**src/rtl/faq_pkg.sv**
```systemverilog
package faq_pkg;

   // register offsets
   localparam logic [7:0] OFS_STATUS  = 8'h00;
   localparam logic [7:0] OFS_TX_ADDR = 8'h04;
   localparam logic [7:0] OFS_TX_LEN  = 8'h08;
   localparam logic [7:0] OFS_RX_ADDR = 8'h0C;
   localparam logic [7:0] OFS_RX_DESC = 8'h10;
   localparam logic [7:0] OFS_DEPTH   = 8'h14;
   localparam logic [7:0] OFS_COAL    = 8'h18;

   // status bit positions
   localparam int ST_TX_RDY = 24;
   localparam int ST_RX_RDY = 25;
   localparam int ST_TX_OVF = 26;
   localparam int ST_RX_OVF = 27;

   // coalescing field widths (fixed by register layout)
   localparam int THR_W = 8;
   localparam int TMR_W = 16;

   typedef struct packed {
      logic [THR_W-1:0] thr;
      logic [TMR_W-1:0] tmo;
   } coal_cfg_t;

endpackage

```
**src/rtl/faq_ring.sv**
```systemverilog
module faq_ring #(
   parameter int IDX_W = 6,
   parameter int CNT_W = 7
) (
   input  logic             clk,
   input  logic             rst_n,
   input  logic             flush,
   input  logic [IDX_W-1:0] base,
   input  logic [CNT_W-1:0] depth,
   input  logic             push,
   input  logic             pop,
   output logic             push_ok,
   output logic             pop_ok,
   output logic             overflow,
   output logic [IDX_W-1:0] wr_idx,
   output logic [IDX_W-1:0] rd_idx,
   output logic [CNT_W-1:0] count,
   output logic             full,
   output logic             empty
);

   logic [CNT_W-1:0] wp;
   logic [CNT_W-1:0] rp;

   function automatic logic [CNT_W-1:0] adv(input logic [CNT_W-1:0] p,
                                            input logic [CNT_W-1:0] d);
      return (p == d - 1'b1) ? '0 : p + 1'b1;
   endfunction

   assign full     = (count >= depth);
   assign empty    = (count == '0);
   assign push_ok  = push && !full && !flush;
   assign pop_ok   = pop && !empty && !flush;
   assign overflow = push && full && !flush;
   assign wr_idx   = IDX_W'(CNT_W'(base) + wp);
   assign rd_idx   = IDX_W'(CNT_W'(base) + rp);

   always_ff @(posedge clk or negedge rst_n) begin
      if (!rst_n) begin
         wp    <= '0;
         rp    <= '0;
         count <= '0;
      end else if (flush) begin
         wp    <= '0;
         rp    <= '0;
         count <= '0;
      end else begin
         if (push_ok) wp <= adv(wp, depth);
         if (pop_ok)  rp <= adv(rp, depth);
         count <= count + CNT_W'(push_ok) - CNT_W'(pop_ok);
      end
   end

   AST_RING_BOUND: assert property (@(posedge clk) disable iff (!rst_n)
      count <= depth);
   AST_RING_GROW: assert property (@(posedge clk) disable iff (!rst_n)
      $past(push_ok) && !$past(pop_ok) && !$past(flush) |-> count == CNT_W'($past(count) + 1'b1));

endmodule

```
**src/rtl/faq_coalesce.sv**
```systemverilog
module faq_coalesce
   import faq_pkg::*;
#(
   parameter bit COALESCE = 1'b1
) (
   input  logic             clk,
   input  logic             rst_n,
   input  logic             frame,
   input  logic [THR_W-1:0] thr,
   input  logic [TMR_W-1:0] tmo,
   output logic             fire_o
);

   generate
      if (COALESCE) begin : g_coal
         logic [THR_W-1:0] cnt;
         logic [TMR_W-1:0] tmr;
         logic [THR_W-1:0] thr_eff;
         logic [THR_W:0]   cnt_inc;
         logic             by_count;
         logic             by_time;
         logic             fire_c;

         assign thr_eff  = (thr == '0) ? THR_W'(1) : thr;
         assign cnt_inc  = {1'b0, cnt} + (THR_W+1)'(frame);
         assign by_count = frame && (cnt_inc >= {1'b0, thr_eff});
         assign by_time  = (cnt != '0) && (({1'b0, tmr} + 1'b1) >= {1'b0, tmo});
         assign fire_c   = by_count || by_time;

         always_ff @(posedge clk or negedge rst_n) begin
            if (!rst_n) begin
               cnt    <= '0;
               tmr    <= '0;
               fire_o <= 1'b0;
            end else if (fire_c) begin
               cnt    <= '0;
               tmr    <= '0;
               fire_o <= 1'b1;
            end else begin
               cnt    <= cnt_inc[THR_W-1:0];
               tmr    <= (cnt != '0) ? tmr + 1'b1 : '0;
               fire_o <= 1'b0;
            end
         end

         AST_EVT_NEEDS_FRAME: assert property (@(posedge clk) disable iff (!rst_n)
            $past(cnt) == '0 && !$past(frame) |-> !fire_o);
      end else begin : g_direct
         always_ff @(posedge clk or negedge rst_n) begin
            if (!rst_n) fire_o <= 1'b0;
            else        fire_o <= frame;
         end
      end
   endgenerate

endmodule

```
**src/rtl/faq_mgr.sv**
```systemverilog
module faq_mgr
   import faq_pkg::*;
#(
   parameter int TOTAL    = 64,
   parameter int ADDR_W   = 32,
   parameter int LEN_W    = 12,
   parameter int TX_DEF   = 12,
   parameter int RX_DEF   = 52,
   parameter int THR_DEF  = 8,
   parameter int TMO_DEF  = 'h74,
   parameter int PEND_W   = 8,
   parameter bit COALESCE = 1'b1
) (
   input  logic              clk,
   input  logic              rst_n,
   input  logic              wr_en,
   input  logic [7:0]        wr_addr,
   input  logic [31:0]       wr_data,
   input  logic              rd_en,
   input  logic [7:0]        rd_addr,
   output logic [31:0]       rd_data,
   output logic              tx_head_valid,
   output logic [ADDR_W-1:0] tx_head_addr,
   output logic [LEN_W-1:0]  tx_head_len,
   input  logic              tx_done,
   output logic              rx_buf_valid,
   output logic [ADDR_W-1:0] rx_buf_addr,
   input  logic              rx_done,
   input  logic [LEN_W-1:0]  rx_len,
   output logic              rx_event
);

   localparam int IDX_W = $clog2(TOTAL);
   localparam int CNT_W = IDX_W + 1;

   generate
      if (TOTAL > 64 || TOTAL < 4) begin : g_bad_total
         $error("TOTAL must be within 4..64");
      end
      if (TX_DEF < 1 || RX_DEF < 1 || TX_DEF + RX_DEF > TOTAL) begin : g_bad_split
         $error("default split does not fit the store");
      end
      if (ADDR_W != 32 || LEN_W > 12 || PEND_W > 8 || PEND_W < 1) begin : g_bad_width
         $error("field width out of range");
      end
   endgenerate

   // ---------------- register decode ----------------
   logic wr_depth, wr_txa, wr_txl, wr_rxa, wr_stat, wr_coal;
   logic [7:0] d_tx, d_rx;
   logic       depth_ok;

   assign wr_stat  = wr_en && (wr_addr == OFS_STATUS);
   assign wr_txa   = wr_en && (wr_addr == OFS_TX_ADDR);
   assign wr_txl   = wr_en && (wr_addr == OFS_TX_LEN);
   assign wr_rxa   = wr_en && (wr_addr == OFS_RX_ADDR);
   assign wr_depth = wr_en && (wr_addr == OFS_DEPTH);
   assign wr_coal  = wr_en && (wr_addr == OFS_COAL);
   assign d_tx     = wr_data[7:0];
   assign d_rx     = wr_data[15:8];
   assign depth_ok = wr_depth && (d_tx != 8'd0) && (d_rx != 8'd0) &&
                     (({1'b0, d_tx} + {1'b0, d_rx}) <= 9'(TOTAL));

   // ---------------- configuration ----------------
   logic [CNT_W-1:0] tx_depth, rx_depth;
   coal_cfg_t        coal;

   always_ff @(posedge clk or negedge rst_n) begin
      if (!rst_n) begin
         tx_depth <= CNT_W'(TX_DEF);
         rx_depth <= CNT_W'(RX_DEF);
         coal.thr <= THR_W'(THR_DEF);
         coal.tmo <= TMR_W'(TMO_DEF);
      end else begin
         if (depth_ok) begin
            tx_depth <= CNT_W'(d_tx);
            rx_depth <= CNT_W'(d_rx);
         end
         if (wr_coal) begin
            coal.thr <= wr_data[31:24];
            coal.tmo <= wr_data[15:0];
         end
      end
   end

   // ---------------- egress staging ----------------
   logic              staged;
   logic [ADDR_W-1:0] staged_addr;

   always_ff @(posedge clk or negedge rst_n) begin
      if (!rst_n) begin
         staged      <= 1'b0;
         staged_addr <= '0;
      end else if (depth_ok || wr_txl) begin
         staged <= 1'b0;
      end else if (wr_txa) begin
         staged      <= 1'b1;
         staged_addr <= wr_data[ADDR_W-1:0];
      end
   end

   // ---------------- the two rings ----------------
   logic             tx_push_ok, tx_pop_ok, tx_ovf_ev, tx_full, tx_empty;
   logic             rx_push_ok, rx_pop_ok, rx_ovf_ev, rx_full, rx_empty;
   logic [IDX_W-1:0] tx_wr_idx, tx_rd_idx, rx_wr_idx, rx_rd_idx;
   logic [CNT_W-1:0] tx_count, rx_count;

   faq_ring #(.IDX_W(IDX_W), .CNT_W(CNT_W)) u_tx_ring (
      .clk      (clk),
      .rst_n    (rst_n),
      .flush    (depth_ok),
      .base     ('0),
      .depth    (tx_depth),
      .push     (wr_txl && staged),
      .pop      (tx_done),
      .push_ok  (tx_push_ok),
      .pop_ok   (tx_pop_ok),
      .overflow (tx_ovf_ev),
      .wr_idx   (tx_wr_idx),
      .rd_idx   (tx_rd_idx),
      .count    (tx_count),
      .full     (tx_full),
      .empty    (tx_empty)
   );

   faq_ring #(.IDX_W(IDX_W), .CNT_W(CNT_W)) u_rx_ring (
      .clk      (clk),
      .rst_n    (rst_n),
      .flush    (depth_ok),
      .base     (tx_depth[IDX_W-1:0]),
      .depth    (rx_depth),
      .push     (wr_rxa),
      .pop      (rx_done),
      .push_ok  (rx_push_ok),
      .pop_ok   (rx_pop_ok),
      .overflow (rx_ovf_ev),
      .wr_idx   (rx_wr_idx),
      .rd_idx   (rx_rd_idx),
      .count    (rx_count),
      .full     (rx_full),
      .empty    (rx_empty)
   );

   // ---------------- shared address store ----------------
   logic [ADDR_W-1:0] store [TOTAL];
   logic [LEN_W-1:0]  tx_lens [TOTAL];

   always_ff @(posedge clk) begin
      if (tx_push_ok) begin
         store[tx_wr_idx]   <= staged_addr;
         tx_lens[tx_wr_idx] <= wr_data[LEN_W-1:0];
      end
      if (rx_push_ok) begin
         store[rx_wr_idx] <= wr_data[ADDR_W-1:0];
      end
   end

   assign tx_head_valid = !tx_empty;
   assign tx_head_addr  = store[tx_rd_idx];
   assign tx_head_len   = tx_lens[tx_rd_idx];
   assign rx_buf_valid  = !rx_empty;
   assign rx_buf_addr   = store[rx_rd_idx];

   // ---------------- overflow flags ----------------
   logic ovf_tx, ovf_rx, clr_tx, clr_rx;

   assign clr_tx = wr_stat && wr_data[ST_TX_OVF];
   assign clr_rx = wr_stat && wr_data[ST_RX_OVF];

   always_ff @(posedge clk or negedge rst_n) begin
      if (!rst_n) begin
         ovf_tx <= 1'b0;
         ovf_rx <= 1'b0;
      end else begin
         if (tx_ovf_ev)   ovf_tx <= 1'b1;
         else if (clr_tx) ovf_tx <= 1'b0;
         if (rx_ovf_ev)   ovf_rx <= 1'b1;
         else if (clr_rx) ovf_rx <= 1'b0;
      end
   end

   // ---------------- completed receive frames ----------------
   logic [PEND_W-1:0] pend;
   logic [LEN_W-1:0]  last_len;
   logic              desc_pop, pend_inc;

   assign desc_pop = rd_en && (rd_addr == OFS_RX_DESC) && (pend != '0);
   assign pend_inc = rx_pop_ok && ((pend != '1) || desc_pop);

   always_ff @(posedge clk or negedge rst_n) begin
      if (!rst_n) begin
         pend     <= '0;
         last_len <= '0;
      end else begin
         pend <= pend + PEND_W'(pend_inc) - PEND_W'(desc_pop);
         if (rx_pop_ok) last_len <= rx_len;
      end
   end

   faq_coalesce #(.COALESCE(COALESCE)) u_coal (
      .clk    (clk),
      .rst_n  (rst_n),
      .frame  (rx_pop_ok),
      .thr    (coal.thr),
      .tmo    (coal.tmo),
      .fire_o (rx_event)
   );

   // ---------------- read mux ----------------
   logic [31:0] status_w, desc_w;

   always_comb begin
      status_w             = '0;
      status_w[CNT_W-1:0]  = tx_count;
      status_w[ST_TX_RDY]  = !tx_full;
      status_w[ST_RX_RDY]  = !rx_full;
      status_w[ST_TX_OVF]  = ovf_tx;
      status_w[ST_RX_OVF]  = ovf_rx;
      desc_w               = '0;
      desc_w[LEN_W-1:0]    = last_len;
      desc_w[16 +: PEND_W] = pend;
      desc_w[24 +: CNT_W]  = rx_count;
   end

   always_comb begin
      case (rd_addr)
         OFS_STATUS:  rd_data = status_w;
         OFS_RX_DESC: rd_data = desc_w;
         OFS_DEPTH:   rd_data = {16'h0, 8'(rx_depth), 8'(tx_depth)};
         OFS_COAL:    rd_data = {coal.thr, 8'h0, coal.tmo};
         default:     rd_data = '0;
      endcase
   end

   AST_OVF_STICKY: assert property (@(posedge clk) disable iff (!rst_n)
      $past(ovf_tx) && !$past(clr_tx) |-> ovf_tx);
   AST_DESC_DEC: assert property (@(posedge clk) disable iff (!rst_n)
      $past(desc_pop) && !$past(rx_pop_ok) |-> pend == PEND_W'($past(pend) - 1'b1));
   AST_TX_DRAIN: assert property (@(posedge clk) disable iff (!rst_n)
      $past(tx_pop_ok) && $past(tx_count) == CNT_W'(1) && !$past(tx_push_ok) |-> !tx_head_valid);

endmodule

```
**config.mk**
```make
export PLATFORM = sky130hd
export DESIGN_NAME = faq_mgr
export DESIGN_NICKNAME = d
export VERILOG_FILES = /design/src/rtl/faq_pkg.sv /design/src/rtl/faq_ring.sv /design/src/rtl/faq_coalesce.sv /design/src/rtl/faq_mgr.sv
export SDC_FILE = /design/constraint.sdc
export NUM_CORES = 2
export LEC_CHECK = 0
export CELL_PAD_IN_SITES_DETAIL_PLACEMENT = 1
export CELL_PAD_IN_SITES_GLOBAL_PLACEMENT = 2
export CORE_MARGIN = 2
export CORE_UTILIZATION = 45
export DETAILED_ROUTE_END_ITERATION = 6
export GPL_TIMING_DRIVEN = 0
export PLACE_DENSITY = 0.79
export SYNTH_ARGS = -nofsm -noshare
export SYNTH_HDL_FRONTEND = slang
export SYNTH_SLANG_ARGS = --single-unit
```
**constraint.sdc**
```tcl
create_clock -name clk -period 4.9 [get_ports clk]
set_input_delay 0.98 -clock clk [delete_from_list [all_inputs] [get_ports clk]]
set_output_delay 0.98 -clock clk [all_outputs]
set_load 0.05 [all_outputs]
```
==> results_dict.tcl <==
set metrics [dict create \
    ir_drop_v 0.000486 \
    final_cell_mix "2816 x edfxtp_1, 1520 x mux4_2, 382 x clkbuf_16" \
    htreeDepth 5 \
    die_height_um 551 \
    hold-path-cell-count 3 \
    critPathArrivalTime_ns 4.71 \
    rr_endpoint "store[62][7]$_DFFE_PP_" \
    critPathBufInv 5 \
    io_pins 177 \
    cap_viol_max_count 0 \
    clock_path_buffers 4 \
    timing.final.crit_share 1.16 \
    yosysWarnings 0 \
    synthCells 6373 \
    worstPathMaxFanout 8 \
    grt_pass1_vias 81600 \
    clk_latency_ns 0.97 \
    cts_tree "done" \
    overflow 0 \
    place_hpwl_um 323000 \
    maxSlewHeadroom -0.0814 \
    drive_gt1_frac 0.441 \
    wl_um 480000 \
    fillers 25400 \
    fin_skew_ns 0.0703 \
    grt_pass1_wl_um 653000 \
    ant_nets 0 \
    route.detailed.drc 0 \
    vias 79700 \
    gp_routability_congestion 0.875 \
    status "complete, but fails checks" \
    ys_types 85 \
    area_growth_pct 21.0 \
    final_area_mm2 0.163 \
    coreArea_mm2 0.297 \
    ys_ff_latch 2976 \
    placed_area_mm2 0.145 \
    grt_max_degree 93 \
    grt_setup_unrepaired "true" \
    tightest_slew_ns 1.62 \
    slowest_delay_ns 0.69 \
    viasPerCell 6.94 \
    ys_async_sr_fraction 0.0538 \
    synth_area_mm2 0.134 \
    crit_path_frequent_cell "clkbuf_16" \
    nets 7458 \
    layout_commonest_cell "edfxtp_1" \
    r2r_start "rx_depth[2]$_DFFE_PN1N_" \
    die-width_um 551 \
    synth_edf_count 2816 \
    finalSetupViolations 76 \
    critical_path_class "flop to output port" \
    hold_path_class "input port to flop" \
    hp-start "wr_data[5]" \
    max_freq_mhz 176 \
    ys.flop_type "edfxtp_1" \
    p_leak_uw 0.0538 \
    min_period_ns 5.69 \
    rows 200 \
    synth.avg_cell_area_um2 21.1 \
    clock-root-buffer "clkbuf_16" \
    antenna_found_initial 13 \
    crit_chain "ha_4 -> fa_2 -> clkbuf_16 -> buf_6 -> clkbuf_16 -> clkbuf_16 -> mux4_2 -> mux4_2 -> mux2i_4 -> mux2i_4 -> buf_6" \
    min_to "coal[5]$_DFFE_PN1P_" \
    firstDrtPassIters 7 \
    cts_sinks 2976 \
    grtUsageTotal 0.312 \
    crit_slowest_cell "fa_2" \
    initial_core_util 0.452 \
    synth_seq_area_share 0.659 \
    synth_nets 6541 \
    drv_slew 8 \
    endpoint_kind "output port" \
    regToRegSetupSlack_ns 0.06 \
    io_buffers 176 \
    violations "max-slew violations, negative setup slack" \
    die_area_mm2 0.303 \
    start_kind "flop" \
    path_clk_slew_ns 0.06 \
    wl_per_cell_um 41.8 \
    cp.required_ns 3.92 \
    p_per_area_mw_per_mm2 536 \
    finalHoldViolations 0 \
    cp_top_family "multiplexers" \
    hold_ws_ns 0.414 \
    numCtsBuffers 321 \
    tns_ns -29.01 \
    reg2reg_depth 13 \
    first_iter_violations 12700 \
    setup_slack_ns -0.793 \
]
## how the worst max path moves through the flow
stage / startpoint / end / cells after the start / slack [ns]
2_1_floorplan: rx_depth[2]$_DFFE_PN1N_ / store[14][0]$_DFFE_PP_ / 11 / -0.37
3_3_place_gp: rx_depth[2]$_DFFE_PN1N_ / store[21][10]$_DFFE_PP_ / 10 / -4.72
3_5_place_dp: tx_depth[0]$_DFFE_PN0N_ / rx_buf_addr[25] / 10 / -2.91
4_1_cts: tx_depth[0]$_DFFE_PN0N_ / rx_buf_addr[26] / 10 / -0.78
5_1_grt: tx_depth[0]$_DFFE_PN0N_ / rx_buf_addr[24] / 10 / -0.76
6_report: tx_depth[0]$_DFFE_PN0N_ / rx_buf_addr[29] / 11 / -0.79
## metal layers
metal / GRT usage / up-vias / routed length (um) / part of all wire
met5: 0 / - / 134 / 0.00028
met4: 0.180 / 16 / 33500 / 0.070
met3: 0.0673 / 1100 / 51500 / 0.11
met2: 0.481 / 5994 / 224000 / 0.47
met1: 0.412 / 43100 / 171000 / 0.36
li1: - / 29500 / - / -
## flip-flops by register name, indices dropped and copies added, names as in the netlist
signal	count
coal	24
last_len	12
ovf_rx	1
ovf_tx	1
pend	8
rx_depth	7
staged	1
staged_addr	32
store	2048
tx_depth	7
tx_lens	768
u_coal.fire_o	1
u_coal.g_coal.cnt	8
u_coal.g_coal.tmr	16
u_rx_ring.count	7
u_rx_ring.rp	7
u_rx_ring.wp	7
u_tx_ring.count	7
u_tx_ring.rp	7
u_tx_ring.wp	7
## where the power goes
part | internal, uW | switching, uW | total, uW | leakage (uW)
registers | 28000 | 303 | 28400 | 0.0282
clock network | 13600 | 10600 | 24200 | 0.00497
logic | 14800 | 19900 | 34600 | 0.0206
## final cells by class
type	instances	area (um2)	share of cell area
Timing Repair Buffer	610	7900	0.0486
Buffer	427	4740	0.0291
Sequential cell	2976	88600	0.545
Tap cell	3939	4930	0.0303
Inverter	87	327	0.00201
Antenna cell	3	7.51	0.0000461
Clock inverter	184	1730	0.0106
Clock buffer	399	8430	0.0518
Multi-Input combinational cell	2867	46000	0.283
## worst register-to-register path, stage by stage, from the launching register on
cell,delay [ns]
dfstp_2,0.70
inv_1,0.14
ha_1,0.33
a21oi_1,0.13
o21ai_1,0.13
a31o_2,0.30
buf_2,0.21
nor4_2,0.55
a22oi_1,0.39
buf_4,0.31
nor3_4,0.67
buf_6,0.27
buf_4,0.26
buf_6,0.21
## metrics by stage
| step | setup WS (ns) | total power [uW] | utilization | instances |
|---|---|---|---|---|
| 2_1_floorplan | -0.371 | 45500 | - | 6373 |
| 3_3_place_gp | -4.72 | 56800 | 0.475 | 10500 |
| 3_5_place_dp | -2.91 | 57300 | 0.487 | 10700 |
| 4_1_cts | -0.776 | 85400 | 0.540 | 11400 |
| 5_1_grt | -0.757 | 88600 | 0.548 | 11500 |
| 6_report | -0.793 | 87200 | 0.548 | 11500 |
## cell usage after synthesis (11+ instances only)
cell type	n	area (um2)
a211oi_1	13	97.6
a21o_1	19	143
a21oi_1	59	295
a222oi_1	13	130
a22oi_1	105	788
and2_1	14	87.6
and3_1	17	106
buf_1	43	161
buf_2	151	756
buf_6	11	124
clkbuf_1	228	856
dfrtp_1	150	3750
edfxtp_1	2816	84600
ha_1	96	1200
inv_1	85	319
mux2_2	51	574
mux2i_1	99	991
mux4_2	1520	34200
nand2_1	238	893
nand2b_1	11	68.8
nand3_1	54	270
nand4_1	17	106
nor2_1	140	526
nor2b_1	25	156
nor3_1	53	265
nor4_1	28	175
o211ai_1	13	97.6
o21ai_0	57	285
xnor2_1	51	447
xor2_1	34	298
## cell families after synthesis
family          synth area share
compound gates            0.0180
xor+xnor                 0.00605
fa+ha+maj                0.00983
buf+inv                   0.0171
flops                      0.659
mux                        0.267
simple gates              0.0228
## repair_timing
action	4_1_cts	5_1_grt
setup buffers	84	122
hold endpoints to repair	10	0
setup endpoints to repair	2073	565
gates resized for setup	1766	248
hold buffers	1	0
pin swaps	66	85
cloned	15	15
Note: power is estimated with default switching activity, not from simulation.
